===== src/rtl/ilv_pkg.sv =====
package ilv_pkg;
  // Kind of request carried by the handshake.
  typedef enum logic {
    OP_READ  = 1'b0,
    OP_WRITE = 1'b1
  } op_e;
endpackage


===== src/rtl/ilv_bank.sv =====
// One word-wide bank: storage, a busy counter and a read latch.
module ilv_bank #(
  parameter int DATA_W = 32,
  parameter int ROW_W  = 4,
  parameter int LAT    = 10
) (
  input  logic              clk,
  input  logic              rst_n,
  input  logic              rd_go,
  input  logic              wr_go,
  input  logic [ROW_W-1:0]  row,
  input  logic [DATA_W-1:0] wdata,
  output logic              busy,
  output logic [DATA_W-1:0] rdata
);
  localparam int DEPTH = 1 << ROW_W;
  localparam int CW    = $clog2(LAT + 1);

  logic [DATA_W-1:0] mem [DEPTH];
  logic [CW-1:0]     cnt;

  // The counter is loaded with LAT-1, so the bank is unavailable for LAT edges.
  always_ff @(posedge clk or negedge rst_n) begin
    if (!rst_n) begin
      cnt <= '0;
    end else if (rd_go || wr_go) begin
      cnt <= CW'(LAT - 1);
    end else if (cnt != '0) begin
      cnt <= cnt - CW'(1);
    end
  end

  always_ff @(posedge clk) begin
    if (wr_go) begin
      mem[row] <= wdata;
    end
  end

  always_ff @(posedge clk or negedge rst_n) begin
    if (!rst_n) begin
      rdata <= '0;
    end else if (rd_go) begin
      rdata <= mem[row];
    end
  end

  assign busy = (cnt != '0);
endmodule


===== src/rtl/ilv_rd_seq.sv =====
// Read sequencer: waits out the access latency, then walks the beats.
module ilv_rd_seq #(
  parameter int LAT   = 10,
  parameter int NBANK = 4
) (
  input  logic                     clk,
  input  logic                     rst_n,
  input  logic                     start,
  output logic                     pend,
  output logic                     beat_valid,
  output logic                     beat_last,
  output logic [$clog2(NBANK)-1:0] beat_idx
);
  localparam int TW = $clog2(LAT + 1);
  localparam int BW = $clog2(NBANK);

  logic [TW-1:0] timer;

  always_ff @(posedge clk or negedge rst_n) begin
    if (!rst_n) begin
      pend     <= 1'b0;
      timer    <= '0;
      beat_idx <= '0;
    end else if (start) begin
      pend     <= 1'b1;
      timer    <= TW'(LAT);
      beat_idx <= '0;
    end else if (pend) begin
      if (timer != '0) begin
        timer <= timer - TW'(1);
      end else begin
        beat_idx <= beat_idx + BW'(1);
        if (beat_idx == BW'(NBANK - 1)) begin
          pend <= 1'b0;
        end
      end
    end
  end

  assign beat_valid = pend && (timer == '0);
  assign beat_last  = beat_valid && (beat_idx == BW'(NBANK - 1));
endmodule


===== src/rtl/ilv_mem_ctrl.sv =====
// Interleaved line memory controller: NBANK word-wide banks, one shared bus.
module ilv_mem_ctrl
  import ilv_pkg::*;
#(
  parameter int ADDR_W = 6,
  parameter int DATA_W = 32,
  parameter int LAT    = 10,
  parameter int NBANK  = 4
) (
  input  logic              clk,
  input  logic              rst_n,
  input  logic              req_valid,
  output logic              req_ready,
  input  logic              req_write,
  input  logic [ADDR_W-1:0] req_addr,
  input  logic [DATA_W-1:0] req_wdata,
  output logic              rsp_valid,
  output logic              rsp_last,
  output logic [DATA_W-1:0] rsp_data
);
  localparam int BSEL_W = $clog2(NBANK);
  localparam int ROW_W  = ADDR_W - BSEL_W;

  op_e                req_op;
  logic [BSEL_W-1:0]  bank_sel;
  logic [ROW_W-1:0]   row_sel;
  logic [NBANK-1:0]   busy;
  logic [DATA_W-1:0]  bank_q [NBANK];
  logic               rd_pend;
  logic               fire;
  logic [BSEL_W-1:0]  beat_idx;

  assign req_op   = req_write ? OP_WRITE : OP_READ;
  assign bank_sel = req_addr[BSEL_W-1:0];
  assign row_sel  = req_addr[ADDR_W-1:BSEL_W];

  // A write needs only its own bank; a read needs all banks and the bus.
  always_comb begin
    if (rd_pend) begin
      req_ready = 1'b0;
    end else if (req_op == OP_WRITE) begin
      req_ready = !busy[bank_sel];
    end else begin
      req_ready = (busy == '0);
    end
  end

  assign fire = req_valid && req_ready;

  for (genvar g = 0; g < NBANK; g++) begin : g_bank
    ilv_bank #(
      .DATA_W(DATA_W),
      .ROW_W (ROW_W),
      .LAT   (LAT)
    ) u_bank (
      .clk  (clk),
      .rst_n(rst_n),
      .rd_go(fire && (req_op == OP_READ)),
      .wr_go(fire && (req_op == OP_WRITE) && (bank_sel == BSEL_W'(g))),
      .row  (row_sel),
      .wdata(req_wdata),
      .busy (busy[g]),
      .rdata(bank_q[g])
    );
  end

  ilv_rd_seq #(
    .LAT  (LAT),
    .NBANK(NBANK)
  ) u_seq (
    .clk       (clk),
    .rst_n     (rst_n),
    .start     (fire && (req_op == OP_READ)),
    .pend      (rd_pend),
    .beat_valid(rsp_valid),
    .beat_last (rsp_last),
    .beat_idx  (beat_idx)
  );

  assign rsp_data = bank_q[beat_idx];
endmodule


===== config.mk =====
export PLATFORM = sky130hd
export DESIGN_NAME = ilv_mem_ctrl
export DESIGN_NICKNAME = d
export VERILOG_FILES = /design/src/rtl/ilv_pkg.sv /design/src/rtl/ilv_bank.sv /design/src/rtl/ilv_rd_seq.sv /design/src/rtl/ilv_mem_ctrl.sv
export SDC_FILE = /design/constraint.sdc
export NUM_CORES = 2
export LEC_CHECK = 0
export BUFFER_PORTS_ARGS = -buffer_cell sky130_fd_sc_hd__clkbuf_2
export CORE_MARGIN = 3
export CORE_UTILIZATION = 45
export DETAILED_ROUTE_END_ITERATION = 16
export PLACE_DENSITY_LB_ADDON = 0.1
export RECOVER_POWER = 25
export SLEW_MARGIN = 20
export SYNTH_ARGS = -nofsm -noshare
export SYNTH_HDL_FRONTEND = slang
export SYNTH_HIERARCHICAL = 1
export SYNTH_SLANG_ARGS = --single-unit

===== constraint.sdc =====
create_clock -name clk -period 5 [get_ports clk]
set_input_delay 1.5 -clock clk [delete_from_list [all_inputs] [get_ports clk]]
set_output_delay 1.5 -clock clk [all_outputs]
set_load 0.005 [all_outputs]

==> reports/qor.csv <==
metric;value;unit
die_area;0.194;mm²
crit_top_cell;inv_1;
status;finished, violations left;
grt_pass1_wl;318;mm
grt_setup_unrepaired;false;
holdBufCountCts;0;
via_per_inst;5.72;
wl_per_cell;29.3;µm
setup.worst_path.start_class;register;
synth_seq_cells;2199;
clk_pin_slew;60;ps
die_h;441;µm
numPortBuffers;76;
ys_warn_count;6;
drt_iter0_markers;3970;
grt_max_degree;80;
cts_setup_buffers;0;
p_comb_frac;0.063;
p_sw_frac;0.218;
grt_overflow;0;
grt_pass1_vias;43000;
yosys-top-cells-area;edfxtp_1 (72%), mux2i_1 (9.1%), dfrtp_1 (4.4%);
worstSetupEndpointType;output pin;
ys.flop_type;edfxtp_1;
period_share;0.864;
powerDensity;408;mW/mm²
cts_buffer_depth;3;
dr.pass1.iters;5;
slew_viol_final;1102;
std_cell_rows;158;
route.detailed.drc;0;
htree_num_levels;4;
ys_types;47;
pre_cts_ws;683;ps
crit_cells;8;
tritoncts;built;
slowest_stage;dfrtp_1;
hold_path.class;register to register;
setup_viol;0;
whs_path_depth;1;
yosysSeqAreaShare;0.767;
finClkSkew;30.8;ps
max_cap_violations;29;
synth_edf_count;2048;
synth_largest_area_cell;edfxtp_1;
cp_max_fo;7;
r2r_start;g_bank[0].u_bank/cnt[0]$_DFFE_PN0P_;
path_buf_inv;3;
area_growth;14.1;%
min_to;u_seq/timer[3]$_DFFE_PN0P_;
slew_headroom;-1.47;
fmax;0.231;GHz
r2r_cells;9;
drive_above_1_share;0.163;
syn-cell-area;0.0851;mm²
dp_hpwl;132;mm
cp_cell_sequence;inv_1 -> ha_1 -> nor3b_1 -> inv_1 -> o21ai_0 -> nand2_1 -> a221oi_1 -> clkbuf_2;
path_class;register to output pin;
antenna_found_initial;26;
p_sw;8.62;mW
tightestPinTransition;3700;ps
fin_ws;679;ps
async_flop_share;0.0687;
root_buffer;clkbuf_16;
coreArea;0.187;mm²
cts_buffers;224;
cp_top_family;compound AO/OA/AOI/OAI gates;
seqPwrFrac;0.519;
cp.required;3500;ps
worstPathArrival;2820;ps
final-hold-violation-count;0;
routed_wl;221;mm
timing.rr.end;g_bank[0].u_bank/mem[0][3]$_DFFE_PP_;
p_clk_frac;0.418;
finalSetupTns;0;ps
fp.dieW;441;µm
avgSynthCellArea;18.4;µm²
final.fill_count;15100;
ioPinCount;77;
p_int;31.0;mW
syn_inst;4613;
critPathMaxStageDelay;370;ps
ir_worst_vdd;0.000319;V
reg2reg_setup_slack;1410;ps
ant_nets;0;
synth.top_cell.area_share;0.723;
clkSinkCount;2199;
min-delay-start;u_seq/timer[3]$_DFFE_PN0P_;
start_util;0.456;
synth_fp_nets;4666;
violations;max-capacitance violations, max-slew violations;
final_nets;4916;
num_vias;43200;
grt_use_total;0.228;
ctsResizeCount;0;
leakage;33.2;nW
place_congestion;0.766;
period_minus_slack;4320;ps
worstSkewPairLatency;830;ps
-- worst register-to-register path, delay by kind of cell, from the launching register on --
| kind | cells | cell delay (ps) |
|---|---|---|
| adder cells (fa/ha/maj) | 1 | 150 |
| AND/OR/NAND/NOR | 4 | 1600 |
| flip-flops | 1 | 370 |
| buffers and inverters | 4 | 1090 |
-- per-stage QoR --
step / util / instance area, µm² / hold WS [ps] / total power, mW / cells
final: 0.520 / 97000 / 532 / 39.6 / 7548
after global routing: 0.520 / 97000 / 556 / 40.9 / 7542
after CTS: 0.520 / 97100 / 534 / 40.0 / 7539
after detailed placement: 0.481 / 89700 / 521 / 23.5 / 7116
after global placement: 0.481 / 89700 / 511 / 23.5 / 7116
after floorplan: - / 85100 / 489 / 22.3 / 4613
-- cell families after synthesis --
group / after synthesis / share of synthesized area
adders and majority gates: 11 / 0.00162
muxes: 931 / 0.133
buffers and inverters: 283 / 0.0198
and+or+nand+nor: 595 / 0.0310
DFF: 2199 / 0.767
AOI/OAI and AO/OA: 581 / 0.0458
xor gates and xnor gates: 13 / 0.00134
-- routing by layer --
layer  GRT usage  vias up  wire, µm
li1            -    19100         -
met4      0.0561        2      5120
met5           0        -        13
met1       0.317    22700     94600
met2       0.382     1146    111000
met3      0.0318      291     10900
-- synth_stat cells, types with 5 or more instances --
master	instances
ha_1	11
buf_1	21
edfxtp_1	2048
o22ai_1	256
buf_2	92
buf_4	42
nor3_1	23
nand2b_1	9
and2_1	5
or3b_1	9
clkbuf_1	70
nor3b_1	5
o21ai_0	50
nor2_1	323
mux2i_1	770
buf_6	39
dfrtp_1	151
nand3b_1	21
inv_1	15
a31oi_1	128
nand3_1	84
nand2_1	93
a221oi_1	53
xnor2_1	9
a2bb2oi_1	76
o21ai_1	9
mux4_2	158
-- flip-flops by register name, indices dropped and copies added, names as in the netlist --
name / count
u_seq/beat_idx: 2
g_bank.u_bank/rdata: 128
u_seq/timer: 4
g_bank.u_bank/mem: 2048
g_bank.u_bank/cnt: 16
u_seq/pend: 1
-- final cells by class --
class	count	area, µm²	share of cell area
timing repair buffer	292	2620	0.0269
tap	2480	3100	0.0320
multi-input combinational	2131	18600	0.192
clock buffer	339	6560	0.0676
antenna	8	20.0	0.000206
clock inverter	84	790	0.00814
sequential	2199	65300	0.673
inverter	15	56.3	0.000580
-- placed cells by master, fill, tap and decap left out, types with 53 or more instances in the layout --
master / n
a31oi_1: 128
edfxtp_1: 2048
mux2i_1: 770
clkbuf_16: 229
a221oi_1: 53
clkbuf_1: 106
mux4_2: 158
buf_4: 154
nand2_1: 93
a2bb2oi_1: 76
nand3_1: 84
dfrtp_1: 149
o22ai_1: 256
nor2_1: 274
-- worst max-delay path by stage --
stage,start,end,slack [ps]
final,g_bank[2].u_bank/cnt[0]$_DFFE_PN0P_,req_ready,680
after global routing,g_bank[0].u_bank/cnt[0]$_DFFE_PN0P_,req_ready,300
after CTS,g_bank[2].u_bank/cnt[0]$_DFFE_PN0P_,req_ready,570
after detailed placement,req_addr[0],g_bank[0].u_bank/mem[0][27]$_DFFE_PP_,680
after global placement,req_write,g_bank[0].u_bank/mem[0][3]$_DFFE_PP_,780
after floorplan,req_addr[0],g_bank[0].u_bank/mem[12][0]$_DFFE_PP_,9
-- power groups by stage --
stage / clock network [mW] / logic (mW) / registers [mW]
final: 16.5 / 2.51 / 20.5
after global routing: 17.7 / 2.71 / 20.6
after CTS: 16.9 / 2.58 / 20.5
after detailed placement: 0 / 2.57 / 20.9
after global placement: 0 / 2.54 / 20.9
after floorplan: 0 / 1.60 / 20.7
Note: power is estimated with default switching activity, not from simulation.
